===== src/rtl/sram_gate_pkg.sv =====
package sram_gate_pkg;
  localparam int ADDR_W    = 17;
  localparam int DATA_W    = 8;
  localparam int WIN_WORDS = 64;
  localparam int IDX_W     = $clog2(WIN_WORDS);

  typedef enum logic [1:0] {
    PW_FAIL = 2'd0,
    PW_HOLD = 2'd1,
    PW_OK   = 2'd2
  } pw_state_e;
endpackage


===== src/rtl/win_decode.sv =====
module win_decode #(
  parameter int AW    = 17,
  parameter int WORDS = 64,
  localparam int IW   = $clog2(WORDS)
) (
  input  logic [AW-1:0] addr,
  output logic          in_win,
  output logic [IW-1:0] idx
);
  localparam logic [AW-1:0] WIN_LIMIT = AW'(WORDS);

  always_comb begin
    in_win = (addr < WIN_LIMIT);
    idx    = addr[IW-1:0];
  end
endmodule


===== src/rtl/pwr_holdoff.sv =====
module pwr_holdoff
  import sram_gate_pkg::*;
#(
  parameter int HOLD_TICKS  = 4915,
  parameter int SYNC_STAGES = 2,
  localparam int CW         = $clog2(HOLD_TICKS + 1)
) (
  input  logic clk,
  input  logic rst_n,
  input  logic tick,
  input  logic pg_async,
  output logic pw_ok
);
  localparam logic [CW-1:0] LAST = CW'(HOLD_TICKS - 1);

  logic [SYNC_STAGES-1:0] sync_q, sync_d;
  logic                   pg_s;
  pw_state_e              state_q, state_d;
  logic [CW-1:0]          cnt_q, cnt_d;
  logic                   cnt_en;

  always_comb begin
    sync_d = {sync_q[SYNC_STAGES-2:0], pg_async};
    pg_s   = sync_q[SYNC_STAGES-1];
  end

  always_comb begin
    state_d = state_q;
    cnt_d   = cnt_q;
    cnt_en  = 1'b0;
    unique case (state_q)
      PW_FAIL: begin
        cnt_en = 1'b1;
        cnt_d  = '0;
        if (pg_s) state_d = PW_HOLD;
      end
      PW_HOLD: begin
        if (!pg_s) begin
          state_d = PW_FAIL;
          cnt_en  = 1'b1;
          cnt_d   = '0;
        end else if (tick) begin
          cnt_en = 1'b1;
          if (cnt_q == LAST) begin
            state_d = PW_OK;
            cnt_d   = '0;
          end else begin
            cnt_d = cnt_q + 1'b1;
          end
        end
      end
      PW_OK: begin
        if (!pg_s) state_d = PW_FAIL;
      end
      default: state_d = PW_FAIL;
    endcase
  end

  always_ff @(posedge clk or negedge rst_n) begin
    if (!rst_n) begin
      sync_q  <= '0;
      state_q <= PW_FAIL;
    end else begin
      sync_q  <= sync_d;
      state_q <= state_d;
    end
  end

  always_ff @(posedge clk or negedge rst_n) begin
    if (!rst_n) begin
      cnt_q <= '0;
    end else if (cnt_en) begin
      cnt_q <= cnt_d;
    end
  end

  always_comb pw_ok = (state_q == PW_OK);
endmodule


===== src/rtl/wr_capture.sv =====
module wr_capture #(
  parameter int IW = 6,
  parameter int DW = 8
) (
  input  logic          clk,
  input  logic          rst_n,
  input  logic          wr_act,
  input  logic          blocked,
  input  logic [IW-1:0] idx,
  input  logic [DW-1:0] din,
  output logic          wr_stb,
  output logic [IW-1:0] wr_addr,
  output logic [DW-1:0] wr_data
);
  logic          act_q;
  logic          stb_q, stb_d;
  logic [IW-1:0] addr_q;
  logic [DW-1:0] data_q;
  logic          cap_en;

  always_comb begin
    cap_en = wr_act;
    stb_d  = act_q & ~wr_act & ~blocked;
  end

  always_ff @(posedge clk or negedge rst_n) begin
    if (!rst_n) begin
      act_q <= 1'b0;
      stb_q <= 1'b0;
    end else begin
      act_q <= wr_act;
      stb_q <= stb_d;
    end
  end

  always_ff @(posedge clk or negedge rst_n) begin
    if (!rst_n) begin
      addr_q <= '0;
      data_q <= '0;
    end else if (cap_en) begin
      addr_q <= idx;
      data_q <= din;
    end
  end

  always_comb begin
    wr_stb  = stb_q;
    wr_addr = addr_q;
    wr_data = data_q;
  end
endmodule


===== src/rtl/sram_bus_gate.sv =====
module sram_bus_gate
  import sram_gate_pkg::*;
#(
  parameter int HOLD_TICKS = 4915
) (
  input  logic              clk,
  input  logic              rst_n,
  input  logic              tick_32k,
  input  logic              power_good,
  input  logic [ADDR_W-1:0] addr,
  input  logic              ce_n,
  input  logic              oe_n,
  input  logic              we_n,
  input  logic [DATA_W-1:0] din,
  output logic              ceo_n,
  output logic              oer_n,
  output logic              pfo_n,
  output logic              reg_sel,
  output logic [IDX_W-1:0]  reg_idx,
  output logic              drive_en,
  output logic              wr_stb,
  output logic [IDX_W-1:0]  wr_addr,
  output logic [DATA_W-1:0] wr_data
);
  logic [1:0]       rst_sync_q;
  logic             rst_n_s;
  logic             in_win;
  logic [IDX_W-1:0] idx;
  logic             pw_ok;
  logic             allow;
  logic             wr_act;

  always_ff @(posedge clk or negedge rst_n) begin
    if (!rst_n) rst_sync_q <= 2'b00;
    else        rst_sync_q <= {rst_sync_q[0], 1'b1};
  end
  always_comb rst_n_s = rst_sync_q[1];

  win_decode #(.AW(ADDR_W), .WORDS(WIN_WORDS)) u_dec (
    .addr   (addr),
    .in_win (in_win),
    .idx    (idx)
  );

  pwr_holdoff #(.HOLD_TICKS(HOLD_TICKS), .SYNC_STAGES(2)) u_pwr (
    .clk      (clk),
    .rst_n    (rst_n_s),
    .tick     (tick_32k),
    .pg_async (power_good),
    .pw_ok    (pw_ok)
  );

  always_comb begin
    allow    = pw_ok & power_good;
    pfo_n    = pw_ok;
    ceo_n    = ce_n | ~allow;
    oer_n    = ~(allow & ~ce_n & ~in_win & ~oe_n);
    reg_sel  = allow & ~ce_n & in_win;
    reg_idx  = idx;
    drive_en = reg_sel & ~oe_n & we_n;
    wr_act   = reg_sel & ~we_n;
  end

  wr_capture #(.IW(IDX_W), .DW(DATA_W)) u_wr (
    .clk     (clk),
    .rst_n   (rst_n_s),
    .wr_act  (wr_act),
    .blocked (~allow),
    .idx     (idx),
    .din     (din),
    .wr_stb  (wr_stb),
    .wr_addr (wr_addr),
    .wr_data (wr_data)
  );
endmodule


===== config.mk =====
export PLATFORM = sky130hd
export DESIGN_NAME = sram_bus_gate
export DESIGN_NICKNAME = d
export VERILOG_FILES = /design/src/rtl/sram_gate_pkg.sv /design/src/rtl/win_decode.sv /design/src/rtl/pwr_holdoff.sv /design/src/rtl/wr_capture.sv /design/src/rtl/sram_bus_gate.sv
export SDC_FILE = /design/constraint.sdc
export NUM_CORES = 1
export LEC_CHECK = 0
export ABC_AREA = 1
export BUFFER_PORTS_ARGS = -buffer_cell sky130_fd_sc_hd__buf_2
export CAP_MARGIN = 20
export CORE_UTILIZATION = 40
export CTS_BUF_LIST = sky130_fd_sc_hd__clkbuf_4
export CTS_CLUSTER_SIZE = 12
export DETAILED_ROUTE_END_ITERATION = 10
export GPL_TIMING_DRIVEN = 1
export PLACE_DENSITY = 0.67
export SLEW_MARGIN = 10
export SYNTH_ARGS = -nofsm -noshare
export SYNTH_HDL_FRONTEND = slang
export SYNTH_SLANG_ARGS = --single-unit

===== constraint.sdc =====
create_clock -name clk -period 1.39 [get_ports clk]
set_clock_uncertainty 0.05 [all_clocks]
set_input_delay 0.0695 -clock clk [delete_from_list [all_inputs] [get_ports clk]]
set_output_delay 0.0695 -clock clk [all_outputs]
set_load 0.01 [all_outputs]

Word level (Yosys, flattened, before mapping). Index checks and enable logic that the tools add are counted.

Input port bits: 32. Word-level logic and storage cells: 52. Output and inout port bits: 26. Register bits after elaboration: 35.

Add/subtract/negate cells: 1. Bitwise logic cells: 18. Muxes and demuxes: 13. Eq/ne operators: 7. Magnitude comparators: 1. Reduce and logical (&&, ||, !) cells: 4.

Operator list (count): $mux W13 (3); $pmux W13 S2 (1); $lt A17 B7 Y1 const B (1); $add A13 B1 Y13 const B (1); $eq A13 B13 Y1 const B (1); $and A1 B1 Y1 (10); $mux W2 (5); $not A1 Y1 (7); $ne A3 B3 Y1 const B (2); $pmux W2 S3 (1); $reduce_and A4 Y1 (1); $reduce_and A3 Y1 (1); $eq A2 B1 Y1 const B (1); $eq A2 B2 Y1 const B (1); $logic_not A2 Y1 (1); $mux W1 (2); $ne A2 B1 Y1 const B (1); $ne A2 B2 Y1 const B (1); $pmux W1 S2 (1); $reduce_bool A2 Y1 (1); $or A1 B1 Y1 (1).

Longest topological paths before layout. Gate-level depths: netlist of the first run.

Depth in word-level cells: 8. Depth in mapped cells: 9. Mapped depth without buffers: 9.

Cells and area by module. From an unflattened synthesis of the first run, not the netlist that was laid out.

Cell total of the unflattened synthesis: 236. Area total of the unflattened synthesis: 1811.7 µm².

By module, submodules not included: pwr_holdoff (sequential area each 425.4 µm², times used 1, area an instance 1011.0 µm², cells an instance 136); wr_capture (sequential area each 400.4 µm², times used 1, area an instance 588.1 µm², cells an instance 63); win_decode (sequential area each 0.0 µm², times used 1, area an instance 107.6 µm², cells an instance 22); sram_bus_gate (sequential area each 50.0 µm², times used 1, area an instance 105.1 µm², cells an instance 15).

Least setup slack after synthesis of the first run. No wires, ideal clock.

Path type: flip-flop to flip-flop. Start: reg u_pwr.cnt_q[0]. End: reg u_pwr.cnt_q[3]. Clock period less this slack: 1327 ps. Arrival time: 1158 ps. Path slack: 63 ps. Stages on the path, launching flop included: 10. Path through: dfrtp_1 -> inv_1 -> ha_1 -> nand2_1 -> nor2_1 -> nand3_1 -> nand2_1 -> nand2_2 -> inv_2 -> nor2_1.

Cells in the longest elaborated chain, start to end: 5. Elaborated cells between the ends (all ways): 6.

Ends and longest elaborated chain: start: declaration (RTL line pwr_holdoff.sv:19) `logic [CW-1:0] cnt_q, cnt_d;`; start signal: assignment (RTL line pwr_holdoff.sv:73) `cnt_q <= cnt_d;`; $add A13 B1 Y13 / $eq A13 B13 Y1 (equally long branches) (RTL line pwr_holdoff.sv:48, pwr_holdoff.sv:44); $mux W13 (*) (RTL line pwr_holdoff.sv:44) `if (cnt_q == LAST) begin`; $mux W13 (*) (RTL line pwr_holdoff.sv:42) `end else if (tick) begin`; $mux W13 (*) (RTL line pwr_holdoff.sv:38) `if (!pg_s) begin`; $pmux W13 S2 (*) (RTL line pwr_holdoff.sv:31) `unique case (state_q)`.

Every way passes the cells marked *; elsewhere a longest branch is shown, timed or not. The select of a mux whose other input is x is not followed. A chain may end at the register's enable or synchronous reset.

Final worst setup path of the first run.
Start: reg u_pwr.state_q[1]. End: out drive_en.

Cells in the longest elaborated chain, start to end: 6.

Ends and longest elaborated chain: start: declaration (RTL line pwr_holdoff.sv:18) `pw_state_e state_q, state_d;`; start signal: assignment (RTL line pwr_holdoff.sv:65) `state_q <= state_d;`; $eq A2 B2 Y1 (RTL line pwr_holdoff.sv:77) `always_comb pw_ok = (state_q == PW_OK);`; $and A1 B1 Y1 (RTL line sram_bus_gate.sv:54) `allow = pw_ok & power_good;`; $and A1 B1 Y1 (2 in a row) (RTL line sram_bus_gate.sv:58) `reg_sel = allow & ~ce_n & in_win;`; $and A1 B1 Y1 (2 in a row) (RTL line sram_bus_gate.sv:60) `drive_en = reg_sel & ~oe_n & we_n;`; end: declaration (RTL line sram_bus_gate.sv:20) `output logic drive_en,`.

No other way between the ends.

==> key figures, run 1 <==
Final layout
  • Diode count: 0
  • Fin nets: 352
  • Register Area: 876 um^2
  • Post-route design area: 0.00251 mm^2
  • Syn-to-layout area delta: 44.2%
  • Multi-input gate area: 793 um^2
  • Filler instances: 348
  • Fraction of layout cells with a size suffix above 1: 33.2%

CTS
  • CTS root buffer: clkbuf_4
  • CTS tree: built
  • Clock latency on the worst-skew pair: 0.34 ns
  • Htree depth: 2
  • Clock Pin Slew Worst Setup and Hold Paths: 0.11 ns
  • CTS Buffer Depth: 2
  • Num CTS Buffers: 5
  • Sink Count: 35

Pwr
  • Reg power frac: 42.9%
  • Psw: 0.871 mW
  • Leakage: 1.36 nW
  • Sw Ratio: 33.7%
  • VDD IR-drop max: 0.468 mV
  • Power consumption: 2.59 mW
  • Pwr/cell area: 1030 mW/mm^2
  • P_int: 1.72 mW
  • Clock power share: 21.8%
  • Combinational power share: 35.3%

Global routing
  • Vias in the first global route: 1620
  • Global-route usage over all layers: 19.2%
  • Largest net degree at the start of global routing: 22
  • First-pass GRT wire length: 6580 um
  • Initial antenna violation count: 0
  • GRT overflow: 0

Floorplan
  • Die area: 0.00463 mm^2
  • Initial Utilization: 42.7%
  • Core box area: 0.00409 mm^2
  • Num rows: 23
  • I/O Pins: 58
  • Die Y: 68.0 um
  • Chip Width: 68.0 um

Critical path
  • WP data arrival: 1.50 ns
  • Critical path class: flip-flop to primary output
  • Crit start category: flip-flop
  • Crit path max fanout: 4
  • Crit path capture type: primary output
  • Required @ worst endpoint: 1.27 ns

Job
  • Max_cap viols: 0

Yosys
  • Number of synthesized register bits: 35
  • Avg Cell Area, Syn: 7.75 um^2
  • Synthesized area: 0.00174 mm^2
  • Synth Area in Simple Gates: 36.3%
  • Post-Synth XOR/XNOR Area: 1.51%
  • Multiplexer share of the synthesized area: 0%
  • Register area share after synthesis: 50.3%
  • Post-synthesis adder-cell area fraction: 1.44%
  • Ys Warns: 0
  • Syn_nets: 259
  • Synth Area in Compound Gates: 2.15%
  • Post-synth cell types: 25
  • Main combinational cell family by area after synthesis: simple AND/OR/NAND/NOR gates
  • Syn Inst Count: 225

STA
  • Final min period: 1.62 ns
  • Final worst-path cycle share: 117%
  • Setup Viol. Count Final: 32
  • FMAX: 0.617 GHz
  • Worst setup margin: -0.231 ns
  • RSZ-0062 raised after global routing: true
  • Slew Limit Fails: 0
  • Final Hold Fails: 0

Placed design
  • GPL Wtd Cong: 0.788
  • Post-placement worst setup slack: -0.0191 ns
  • Post-DP Area: 0.00214 mm^2
  • Post-DP HPWL: 2680 um
  • Buffers on Ports: 57

Drt
  • ANT nets after route: 0
  • Drt first pass iters: 4
  • Post-Route WL: 4000 um
  • Routed WL per cell: 10.8 um
  • Vias per cell: 4.55
  • Post-route DRC: 0
  • Via count: 1678
  • Starting DRT DRC Count: 59

Worst hold path
  • Hold WC Path Type: primary input to flip-flop

Status
  • Status: finished with violations
  • Violated checks: negative setup slack
[placed cells by master (no fill, tap or decap), types with 3 or more instances in the layout]
cell type / instances
dfrtp_1: 35
buf_4: 15
buf_2: 56
clkbuf_4: 6
xor2_1: 3
o21ai_0: 3
nand2_2: 4
nor2_1: 32
nand2_1: 87
nor2_2: 3
nand3_1: 7
dlygate4sd3_1: 18
nor2_4: 4
nor3_1: 3
inv_1: 16
inv_2: 3
[layout make-up]
class	instances	share of cell area (%)
inverter	21	3.53
sequential	35	34.8
timing repair buffer	93	25.3
tap	50	2.49
clock buffer	6	1.79
clock inverter	2	0.498
multi-input combinational	162	31.6
[cell usage after synthesis, drive strengths merged]
cell / count / share of area (%)
nand2: 92 / 20
nor2: 39 / 9.7
dfrtp: 35 / 50
inv: 20 / 4.3
nand3: 9 / 2.9
buf: 8 / 3.5
o21ai: 4 / 1.1
nor3: 3 / 0.86
xor2: 3 / 1.5
a21oi: 2 / 0.57
ha: 2 / 1.4
nand3b: 2 / 0.86
and2: 1 / 0.36
clkinv: 1 / 0.29
conb: 1 / 0.22
nand4: 1 / 1.2
nor4: 1 / 0.36
o21bai: 1 / 0.43
[sequential cells by signal (all words and copies together) (netlist names)]
name	cells
u_pwr.sync_q	2
u_wr.wr_data	8
u_wr.act_q	1
u_wr.wr_stb	1
u_wr.wr_addr	6
rst_sync_q	2
u_pwr.state_q	2
u_pwr.cnt_q	13
[power by group through the flow]
stage / clock network [mW] / logic, mW / registers, mW
floorplan: 0 / 0.339 / 1.13
global placement: 0 / 0.596 / 1.13
detailed placement: 0 / 0.593 / 1.13
CTS: 0.589 / 0.839 / 1.10
global route: 0.633 / 0.999 / 1.12
finish: 0.564 / 0.913 / 1.11
[repair_timing]
| item | 4_1_cts | 5_1_grt |
|---|---|---|
| resized for setup | 11 | 11 |
| gates cloned | 1 | 0 |
| endpoints found under the hold margin | 18 | 0 |
| hold buffers | 18 | 0 |
| pin swaps | 8 | 3 |
| endpoints found under the setup margin | 15 | 34 |
| setup buffers | 5 | 0 |
[worst paths after layout]
path                                   from          endpoint  slack, ns  cells after the start
setup / recovery           u_pwr.state_q[1]          drive_en      -0.23                      5
hold / removal                   power_good       u_wr.wr_stb       0.04                      4
max in group asynchronous             rst_n     rst_sync_q[1]       0.62                      3
min in group asynchronous     rst_sync_q[1]       u_wr.wr_stb       0.14                      1
hold reg to reg               rst_sync_q[1]       u_wr.wr_stb       0.14                      1
setup reg to reg           u_pwr.state_q[0]  u_pwr.state_q[0]      -0.11                      9
[per-layer routing]
metal / part of all wire, % / up-vias / track usage [%]
li1: - / 869 / -
met1: 45 / 762 / 21.6
met2: 50 / 40 / 34.6
met3: 3.3 / 7 / 5.00
met4: 1.4 / 0 / 7.03
met5: 0 / - / 0
[cell families (layout without fill, tap and decap cells)]
| logic type | Yosys count | in the layout |
|---|---|---|
| other | 1 | 1 |
| buffers and inverters | 29 | 122 |
| and+or+nand+nor | 148 | 149 |
| AOI/OAI and AO/OA | 7 | 7 |
| adders and majority gates | 2 | 2 |
| xor gates and xnor gates | 3 | 3 |
| DFF | 35 | 35 |
[per-stage QoR]
| stage | TNS, ns | cells | hold slack (ns) | utilization [%] |
|---|---|---|---|---|
| floorplan | 0 | 225 | -0.276 | - |
| detailed placement | -0.0705 | 337 | -0.190 | 52.4 |
| finish | -1.91 | 369 | 0.0417 | 61.5 |
| global route | -5.39 | 369 | 0.0541 | 61.5 |
| CTS | -1.63 | 369 | 0.0274 | 60.4 |
| global placement | 0 | 337 | -0.188 | 52.4 |
[worst max-delay path: stages, from the launching register on]
cell and delay (ns):
dfrtp_1 0.47, nand3_4 0.11, nor2_4 0.10, inv_2 0.06, nor4_2 0.25, buf_2 0.18
(Power assumes the default switching activity.)
==> inputs of run 2 (changes only) <==
==> constraint.sdc (replaced) <==
create_clock -name clk -period 1.39 [get_ports clk]
set_clock_uncertainty 0.05 [all_clocks]
set_input_delay 0.0695 -clock clk [delete_from_list [all_inputs] [get_ports clk]]
set_output_delay 0.0695 -clock clk [all_outputs]
set_load 0.05 [all_outputs]
==> run 2 against run 1 <==
  * The flow still finishes with violations (negative setup slack)
  * Die area is the same
  * Clock power grew 27%
  * Hold slack gained 0.012 ns
  * Critical endpoint unchanged
  * Critical path type unchanged
  * Highest routed layer unchanged
==> key figures, run 2 (synthesis gave the netlist of run 1 again) <==
Status
  • Status: finished with violations
  • Violated checks: negative setup slack

Floorplan
  • I/O Pins: 58 (unchanged)
  • Die area: 0.00463 mm^2 (unchanged)
  • Chip Width: 68.0 um (unchanged)
  • Core box area: 0.00409 mm^2 (unchanged)
  • Die Y: 68.0 um (unchanged)
  • Initial Utilization: 42.7% (unchanged)
  • Num rows: 23 (unchanged)

Placed design
  • GPL Wtd Cong: 0.830 (+5.4%)
  • Post-placement worst setup slack: -0.0533 ns (-0.0342 ns)
  • Buffers on Ports: 57 (unchanged)
  • Post-DP HPWL: 2730 um (+1.8%)
  • Placed instance count: 337 (unchanged)
  • Post-DP Area: 0.00215 mm^2 (+0.35%)

Drt
  • Post-route DRC: 0 (unchanged)
  • Via count: 1703 (+1.5%)
  • Routed WL per cell: 11.2 um (+3.5%)
  • Drt first pass iters: 5 (+1)
  • Post-Route WL: 4180 um (+4.4%)
  • Vias per cell: 4.58 (+0.67%)
  • Starting DRT DRC Count: 93 (+58%)
  • ANT nets after route: 0 (unchanged)

Final layout
  • Diode count: 0 (unchanged)
  • Register Area: 876 um^2 (unchanged)
  • Layout Utilization: 65.3% (+3.8 points)
  • Filler instances: 354 (+1.7%)
  • Most common cell after layout, fill and taps aside: nand2_1
  • Fin nets: 356 (+1.1%)
  • Syn-to-layout area delta: 53.2%
  • Most frequent cells in the layout: 77 x nand2_1, 53 x buf_2, 35 x dfrtp_1
  • Finished Layout Cells: 372 (+0.81%)
  • Multi-input gate area: 865 um^2 (+9.0%)
  • Max FFs per register: 13 (unchanged)
  • Post-route design area: 0.00267 mm^2 (+6.2%)
  • Fraction of layout cells with a size suffix above 1: 40.1% (+6.8 points)
  • Biggest register: u_pwr.cnt_q

Pwr
  • Combinational power share: 37.8% (+2.5 points)
  • Psw: 1.01 mW (+16%)
  • Power consumption: 2.92 mW (+13%)
  • Leakage: 1.40 nW (+3.3%)
  • Sw Ratio: 34.7% (+1.0 points)
  • VDD IR-drop max: 0.501 mV (+7.1%)
  • Reg power frac: 37.7% (-5.2 points)
  • Pwr/cell area: 1090 mW/mm^2 (+6.3%)
  • Clock power share: 24.5% (+2.7 points)
  • P_int: 1.91 mW (+11%)

Critical path
  • Critical path class: flip-flop to primary output
  • Worst Path Buf+Inv: 3 (+1)
  • Crit path capture type: primary output
  • Crit start category: flip-flop
  • Required @ worst endpoint: 1.27 ns (about the same)
  • Most common cell on crit path: inv_2
  • WP data arrival: 1.51 ns (about the same)
  • Slowest CP cell: dfrtp_1
  • Delay-heaviest family, CP: simple AND/OR/NAND/NOR gates
  • Crit-path max cell delay: 0.40 ns (-0.07 ns)
  • Worst-path cell chain: inv_2 > nand3_4 > nor2_4 > inv_2 > nor4_4 > buf_6
  • Crit path max fanout: 3 (-1)

CTS
  • Clock latency on the worst-skew pair: 0.34 ns (about the same)
  • CTS tree: built
  • CTS Buffer Depth: 2 (unchanged)
  • Sink Count: 35 (unchanged)
  • Clock Pin Slew Worst Setup and Hold Paths: 0.11 ns (about the same)
  • CTS root buffer: clkbuf_4
  • Htree depth: 2 (unchanged)
  • Num CTS Buffers: 5 (unchanged)

Worst hold path
  • Hold WC Path Type: primary input to flip-flop

STA
  • Slew Limit Fails: 0 (unchanged)
  • Worst hold slack: 0.0535 ns (+0.0118 ns)
  • Final worst-path cycle share: 117% (+0.69 points)
  • Final min period: 1.63 ns (+0.00957 ns)
  • Worst setup margin: -0.241 ns (-0.00957 ns)
  • FMAX: 0.613 GHz (-0.59%)
  • Final Hold Fails: 0 (unchanged)
  • Setup Viol. Count Final: 32 (unchanged)
  • Setup TNS: -4.20 ns (-2.29 ns)
  • RSZ-0062 raised after global routing: true

Global routing
  • Largest net degree at the start of global routing: 23 (+4.5%)
  • First-pass GRT wire length: 7110 um (+8.1%)
  • Vias in the first global route: 1667 (+2.9%)
  • Initial antenna violation count: 0 (unchanged)
  • GRT overflow: 0 (unchanged)
  • Global-route usage over all layers: 21.1% (+1.9 points)

Job
  • Max_cap viols: 0 (unchanged)
## run 2: changes by cell type in the layout (fill, tap and decap cells not counted), sizes merged
cell | before | now
clkbuf | 6 | 5
bufinv | 0 | 1
buf | 75 | 79
clkinv | 1 | 0
## run 2: power groups by stage
stage          Combinational (mW)  Sequential, mW  Clock [mW]
4_1_cts                     0.924            1.10       0.736
3_3_place_gp                0.647            1.12           0
2_1_floorplan               0.414            1.14           0
5_1_grt                      1.20            1.11       0.798
3_5_place_dp                0.656            1.12           0
6_report                     1.10            1.10       0.716
## run 2: worst paths after layout
| kind | startpoint | to | slack [ns] | cells past startpoint |
|---|---|---|---|---|
| setup / recovery | u_pwr.state_q[0] | drive_en | -0.24 | 6 |
| hold / removal | power_good | u_wr.wr_stb | 0.05 | 4 |
| setup reg to reg | u_pwr.state_q[0] | u_wr.wr_data[6] | -0.21 | 10 |
| hold reg to reg | rst_sync_q[1] | u_wr.wr_data[2] | 0.14 | 1 |
| max in group asynchronous | rst_n | rst_sync_q[1] | 0.65 | 3 |
| min in group asynchronous | rst_sync_q[1] | u_wr.wr_data[2] | 0.14 | 1 |
## run 2: worst reg2reg max path, cell delays in order, from the launching register on
cell and delay (ns):
dfrtp_1 0.40, inv_2 0.08, nand3_4 0.07, nor2_4 0.13, buf_4 0.11, buf_6 0.09, buf_4 0.11, nand4_4 0.15
buf_6 0.20, nand2_1 0.08, nand2_1 0.06
## run 2: area by class of cell
| type | instances | area share (%) |
|---|---|---|
| repair buffers | 97 | 26.1 |
| well taps | 50 | 2.34 |
| flip-flops and latches | 35 | 32.8 |
| multi-input cells | 162 | 32.4 |
| clock inverters | 2 | 1.41 |
| clock buffers | 5 | 1.41 |
| inverters | 21 | 3.51 |
## run 2: what timing repair did
item | in CTS | in global routing
gates cloned | 1 | 0
setup buffers | 8 | 3
hold endpoints to repair | 19 | 0
pin swaps | 8 | 6
gates resized for setup | 25 | 33
hold buffers | 18 | 0
endpoints found under the setup margin | 17 | 36
## run 2: layer usage
metal  wire, um  GRT usage (%)  vias up
li1           -              -      874
met1       1810           25.5      768
met2       2110           35.5       55
met3        206           6.67        6
met4         47           6.77        0
met5          0              0        -
